$ cat src/rtl/pxdes_pkg.sv
package pxdes_pkg;

    localparam int SLOTS   = 7;
    localparam int LANES   = 3;
    localparam int CK_HIGH = 4;
    localparam int COLOR_W = 6;
    localparam int WORD_W  = LANES * SLOTS;

    typedef logic [SLOTS-1:0] slot_vec_t;

    typedef struct packed {
        logic               de;
        logic               fsync;
        logic               lsync;
        logic [COLOR_W-1:0] blu;
        logic [COLOR_W-1:0] grn;
        logic [COLOR_W-1:0] red;
    } pix_word_t;

    // Position of a lane slot inside the parallel word
    function automatic int unsigned word_bit(int unsigned lane, int unsigned slot);
        return lane * SLOTS + slot;
    endfunction

    // Framing-lane history of a correctly framed word, index = slot
    function automatic slot_vec_t frame_pattern();
        slot_vec_t p;
        for (int s = 0; s < SLOTS; s++) begin
            p[s] = (s < CK_HIGH);
        end
        return p;
    endfunction

endpackage

$ cat src/rtl/pxdes_lane_shift.sv
module pxdes_lane_shift
    import pxdes_pkg::*;
(
    input  logic      clk,
    input  logic      rst,
    input  logic      din,
    output slot_vec_t hist
);

    // Oldest sample at index 0, newest at the top
    always_ff @(posedge clk) begin
        if (rst) begin
            hist <= '0;
        end else begin
            hist <= {din, hist[SLOTS-1:1]};
        end
    end

endmodule

$ cat src/rtl/pxdes_frame_track.sv
module pxdes_frame_track
    import pxdes_pkg::*;
#(
    parameter int LCW = 4
) (
    input  logic           clk,
    input  logic           rst,
    input  slot_vec_t      ck_hist,
    input  logic [LCW-1:0] lock_words,
    output logic           capture,
    output logic           miss,
    output logic           lock_next,
    output logic           locked
);

    localparam slot_vec_t          PAT     = frame_pattern();
    localparam int                 PH_W    = $clog2(SLOTS);
    localparam logic [PH_W-1:0]    PH_LAST = PH_W'(SLOTS - 1);

    logic [PH_W-1:0] ph;
    logic [LCW-1:0]  streak;
    logic [LCW-1:0]  streak_nx;
    logic [LCW-1:0]  lock_min;
    logic            at_bound;

    assign at_bound = (ph == PH_LAST);
    assign capture  = (ck_hist == PAT);
    assign miss     = at_bound && !capture;
    assign lock_min = (lock_words == '0) ? LCW'(1) : lock_words;

    always_comb begin
        streak_nx = streak;
        if (capture) begin
            if (!at_bound) begin
                streak_nx = LCW'(1);              // realign
            end else if (!(&streak)) begin
                streak_nx = streak + 1'b1;
            end
        end else if (miss) begin
            streak_nx = '0;
        end
    end

    assign lock_next = (streak_nx >= lock_min);
    assign locked    = (streak >= lock_min);

    always_ff @(posedge clk) begin
        if (rst) begin
            ph     <= '0;
            streak <= '0;
        end else begin
            ph     <= (capture || at_bound) ? '0 : ph + 1'b1;
            streak <= streak_nx;
        end
    end

    // a missing frame at the boundary removes lock
    assert_miss_unlocks_R6: assert property (@(posedge clk) disable iff (rst)
        miss |=> !locked);

    // realignment restarts the count, so a threshold above one is not met
    assert_realign_restart_R7: assert property (@(posedge clk) disable iff (rst)
        (capture && !at_bound && (lock_min > LCW'(1))) |=> !locked);

endmodule

$ cat src/rtl/pxdes_word_build.sv
module pxdes_word_build
    import pxdes_pkg::*;
(
    input  slot_vec_t [LANES-1:0] d_hist,
    output pix_word_t             word
);

    logic [WORD_W-1:0] flat;

    for (genvar l = 0; l < LANES; l++) begin : g_lane
        for (genvar s = 0; s < SLOTS; s++) begin : g_slot
            assign flat[word_bit(l, s)] = d_hist[l][s];
        end
    end

    assign word = pix_word_t'(flat);

endmodule

$ cat src/rtl/pxdes_pixel_out.sv
module pxdes_pixel_out
    import pxdes_pkg::*;
(
    input  logic      clk,
    input  logic      rst,
    input  logic      pwr_n,
    input  logic      capture,
    input  logic      miss,
    input  logic      lock_next,
    input  logic      locked,
    input  pix_word_t word_in,
    output pix_word_t word_out,
    output logic      pix_clk
);

    localparam int              PH_W    = $clog2(SLOTS);
    localparam logic [PH_W-1:0] PH_LAST = PH_W'(SLOTS - 1);
    localparam logic [PH_W-1:0] PH_FALL = PH_W'(CK_HIGH);

    logic [PH_W-1:0] oph;
    logic [PH_W-1:0] oph_nx;

    always_comb begin
        if (capture || oph == PH_LAST) begin
            oph_nx = '0;
        end else begin
            oph_nx = oph + 1'b1;
        end
    end

    always_ff @(posedge clk) begin
        if (rst) begin
            oph     <= '0;
            pix_clk <= 1'b1;
        end else begin
            oph     <= oph_nx;
            pix_clk <= (oph_nx < PH_FALL);
        end
    end

    always_ff @(posedge clk) begin
        if (rst || !pwr_n) begin
            word_out <= '0;
        end else if (capture) begin
            word_out <= lock_next ? word_in : '0;
        end else if (miss) begin
            word_out <= '0;
        end
    end

    // power-down clears all data outputs
    assert_pd_clears_R8: assert property (@(posedge clk) disable iff (rst)
        !pwr_n |=> (word_out == '0));

    // data reaches the outputs only under lock
    assert_lock_gates_R5: assert property (@(posedge clk) disable iff (rst)
        (word_out != '0) |-> locked);

    // a captured word comes with a rising pixel clock
    assert_rise_on_capture_R3: assert property (@(posedge clk) disable iff (rst)
        capture |=> pix_clk);

    // data holds across the strobe edge
    assert_strobe_stable_R4: assert property (@(posedge clk) disable iff (rst)
        ($fell(pix_clk) && $past(pwr_n)) |-> $stable(word_out));

endmodule

$ cat src/rtl/lvds_pixel_deser.sv
module lvds_pixel_deser
    import pxdes_pkg::*;
#(
    parameter int LCW = 4
) (
    input  logic               clk,
    input  logic               rst,
    input  logic               pwr_dn_n,
    input  logic [LCW-1:0]     lock_words,
    input  logic [LANES-1:0]   lane_d,
    input  logic               lane_ck,
    output logic               pix_clk,
    output logic [COLOR_W-1:0] red,
    output logic [COLOR_W-1:0] green,
    output logic [COLOR_W-1:0] blue,
    output logic               line_sync,
    output logic               frame_sync,
    output logic               data_en,
    output logic               locked
);

    localparam int NSER = LANES + 1;   // data lanes plus framing lane

    logic [NSER-1:0]       ser_in;
    slot_vec_t [NSER-1:0]  hist_all;
    slot_vec_t [LANES-1:0] d_hist;
    logic                  capture;
    logic                  miss;
    logic                  lock_next;
    pix_word_t             word_bus;
    pix_word_t             word_out;

    assign ser_in = {lane_ck, lane_d};

    for (genvar i = 0; i < NSER; i++) begin : g_shift
        pxdes_lane_shift u_shift (
            .clk  (clk),
            .rst  (rst),
            .din  (ser_in[i]),
            .hist (hist_all[i])
        );
    end

    assign d_hist = hist_all[LANES-1:0];

    pxdes_frame_track #(.LCW(LCW)) u_track (
        .clk        (clk),
        .rst        (rst),
        .ck_hist    (hist_all[LANES]),
        .lock_words (lock_words),
        .capture    (capture),
        .miss       (miss),
        .lock_next  (lock_next),
        .locked     (locked)
    );

    pxdes_word_build u_build (
        .d_hist (d_hist),
        .word   (word_bus)
    );

    pxdes_pixel_out u_out (
        .clk       (clk),
        .rst       (rst),
        .pwr_n     (pwr_dn_n),
        .capture   (capture),
        .miss      (miss),
        .lock_next (lock_next),
        .locked    (locked),
        .word_in   (word_bus),
        .word_out  (word_out),
        .pix_clk   (pix_clk)
    );

    assign red        = word_out.red;
    assign green      = word_out.grn;
    assign blue       = word_out.blu;
    assign line_sync  = word_out.lsync;
    assign frame_sync = word_out.fsync;
    assign data_en    = word_out.de;

endmodule

$ cat config.mk
export PLATFORM = sky130hd
export DESIGN_NAME = lvds_pixel_deser
export DESIGN_NICKNAME = d
export VERILOG_FILES = /design/src/rtl/pxdes_pkg.sv /design/src/rtl/pxdes_lane_shift.sv /design/src/rtl/pxdes_frame_track.sv /design/src/rtl/pxdes_word_build.sv /design/src/rtl/pxdes_pixel_out.sv /design/src/rtl/lvds_pixel_deser.sv
export SDC_FILE = /design/constraint.sdc
export NUM_CORES = 1
export LEC_CHECK = 0
export ABC_AREA = 1
export BUFFER_PORTS_ARGS = -buffer_cell sky130_fd_sc_hd__buf_2
export CORE_ASPECT_RATIO = 0.9
export CORE_MARGIN = 2
export CORE_UTILIZATION = 62
export CTS_CLUSTER_SIZE = 20
export DETAILED_ROUTE_END_ITERATION = 10
export GPL_ROUTABILITY_DRIVEN = 0
export PLACE_DENSITY = 0.85
export SYNTH_ARGS = -nofsm -noshare
export SYNTH_HDL_FRONTEND = slang
export SYNTH_SLANG_ARGS = --single-unit
$ cat constraint.sdc
create_clock -name clk -period 4.83 [get_ports clk]
set_input_delay 0.966 -clock clk [delete_from_list [all_inputs] [get_ports clk]]
set_output_delay 0.966 -clock clk [all_outputs]
set_load 0.01 [all_outputs]
==> results.toml <==
[global_route]
overflow = 0
antenna_found_initial = 0
grt_pass1_wl_mm = 8.49
grt_pass1_vias = 2010
grt_use_total_pct = 22.7
grt_max_degree = 35

[sta]
hold_viol = 0
final-max-slew-violation-count = 0
min_period_over_period_pct = 63.5
setup_viol = 0
max_freq_ghz = 0.326
max_slew.worst_pin.slew_ns = 1.13
clock_skew_ns = 0.00706
rsz0062_at_grt = "no"
period_needed_ns = 3.07
slew_headroom_pct = 24.2
final.setup.tns_ns = 0

[setup_path]
crit_chain = "inv_1, ha_1, nand2_1, buf_4, inv_1, nand3_1, nand2_1, nand2_1, inv_1, ha_1, nand2_1, nand2_1, nand2_1, nand3_1, nand2_1, a21oi_2"
cpMostUsedCell = "nand2_1"
critPathMaxStageDelay_ns = 0.56
crit_cells = 16
critPathTopFamily = "simple AND/OR/NAND/NOR gates"
r2r-end = "u_out.word_out[1]"
reg2reg_depth = 16
crit_type = "reg -> reg"
cp.required_ns = 5.00
cp_num_buf_inv = 4
cpMaxStageDelayCell = "nand3_1"
worstReg2RegStart = "u_track.ph[0]"
rrSetupSlack_ns = 1.76
cp.arrival_ns = 3.24
start_kind = "register"
worstPathMaxFanout = 24
end_kind = "register"

[cts]
cts-root-buf = "clkbuf_8"
clkSinkCount = 60
cts_resized = 0
cts.reportedPaths.clkPinSlew_ns = 0.06
clk-insertion-delay-late_ns = 0.33
tritoncts = "built"
hold_buffers = 0
post_cts_buffers = 0
numCtsBuffers = 9
cts_max_level = 3
cts_buffer_depth = 2

[floorplan]
core-area_um2 = 4370
die_area_um2 = 5000
pin_count = 34
chipHeight_um = 67.3
die_x_um = 74.3
start_util_pct = 63.1
fp-row-count = 23

[logic_synthesis]
synth_area_per_cell_um2 = 8.68
synth_area_leader_cell = "dfxtp_1"
synth_seq_cells = 60
yosys-top-cells-count = "dfxtp_1 (60), inv_1 (49), nand2_1 (44)"
ys_seq_area_share_pct = 43.5
syn_inst = 318
synth_area_leaders = "dfxtp_1 (43%), nor3_2 (7.2%), nand3_2 (6.9%)"
yosysTopAreaCellShare_pct = 43.5
async_flop_share_pct = 0
synth_edf_count = 0
synthFlopType = "dfxtp_1"
yosysMostFrequentCell = "dfxtp_1"
netlist-cell-type-count = 25
netlist_area_um2 = 2760
postSynthNetCount = 342
yosys_warnings = 0

[place]
placed_area_um2 = 2890
io_buffer_count = 33
dpl.hpwl_mm = 3.32
placed_cells = 398

[detailed_routing]
dr.pass1.iters = 4
wl_mm = 4.97
drcViolationCount = 0
wl_per_cell_um = 12.0
drtIter0Drc = 122
viasPerCell = 4.94
detail-route-antenna-nets = 0
via_count = 2044

[layout]
nets = 371
fin_cells = 414
multiInputGateArea_um2 = 1250
seqCellArea_um2 = 1200
postLayoutCoreUtil_pct = 69.9
fillers = 366
n_antenna_cell = 0
drive_gt1_share_pct = 31.5
syn_to_final_growth_pct = 10.6
final_area_um2 = 3060

[pwr]
leakagePower_nw = 1.21
peakVddDrop_mv = 0.248
p_per_area_nw_per_um2 = 304
power_uw = 929

[status]
status = "complete, no violations"

[hold_path]
holdPathStages = 2
hold_path_end = "g_shift[3].u_shift.hist[0]"
hp-class = "reg -> reg"
hold_start = "g_shift[3].u_shift.hist[1]"

[run]
maxCapViolCount = 0
-- sequential cells by signal (all words and copies together) (netlist names) --
name and count:
g_shift.u_shift.hist 28, u_out.pix_clk 1, u_out.oph 3, u_track.streak 4, u_out.word_out 21, u_track.ph 3
-- cell type report --
cell class	count	share of cell area, %
Timing Repair Buffer	34	5.65
Clock buffer	14	5.00
Tap cell	62	2.54
Multi-Input combinational cell	192	41.0
Clock inverter	2	0.328
Inverter	50	6.14
Sequential cell	60	39.3
-- stage by stage --
step	setup slack [ns]	hold slack (ns)
final	1.76	0.421
after global routing	1.40	0.453
after CTS	1.72	0.422
after detailed placement	1.72	0.412
after global placement	1.86	0.408
after floorplan	2.14	0.403
-- how the worst max path moves through the flow --
stage                   from            endpoint  slack, ns
2_1_floorplan  lock_words[2]              locked       2.14
4_1_cts        u_track.ph[0]   u_out.word_out[3]       1.72
5_1_grt        u_track.ph[0]   u_out.word_out[3]       1.40
6_report       u_track.ph[0]   u_out.word_out[1]       1.76
3_5_place_dp   u_track.ph[0]  u_out.word_out[11]       1.72
3_3_place_gp   u_track.ph[0]  u_out.word_out[11]       1.86
-- report_power, final --
group          leakage (nW)  internal (mW)  switching, mW  total [mW]
logic                 0.636         0.0147         0.0294      0.0441
clock network        0.0844          0.199          0.175       0.374
registers             0.487          0.505        0.00489       0.510
total                  1.21          0.719          0.210       0.929
-- placed cells by master, fill, tap and decap left out, types with 2 or more instances in the layout --
cell type and count:
nor3_2 20, nand2_2 2, a21oi_2 20, nand2_1 44
ha_1 13, buf_2 33, xnor2_1 2, nor2_1 43
clkinv_2 2, nand3_1 11, nand4_1 3, nand3_2 19
a21oi_1 6, nor3_1 3, clkbuf_8 10, dfxtp_1 60
inv_1 49, clkbuf_1 4
-- kinds of logic after synthesis --
kind of cell,synth area share (%)
AO/OA/AOI/OAI,8.38
AND/OR/NAND/NOR,30.5
flip-flops,43.5
XOR/XNOR,0.634
buffers and inverters,11.1
adder cells (fa/ha/maj),5.89
-- worst register-to-register path, delay by kind of cell, from the launching register on --
kind | cells | cell delay, ns
adders and majority gates | 2 | 0.50
AOI/OAI and AO/OA | 1 | 0.07
DFF | 1 | 0.35
and+or+nand+nor | 9 | 1.35
buffers and inverters | 4 | 0.64
-- per-layer routing --
metal | share of wire, % | track usage, % | vias to the layer above
li1 | - | - | 1058
met1 | 44 | 25.6 | 932
met2 | 49 | 38.2 | 45
met3 | 5.6 | 7.61 | 9
met4 | 1.4 | 11.8 | 0
met5 | 0 | 0 | -
Power figures use the tool's default switching activity.
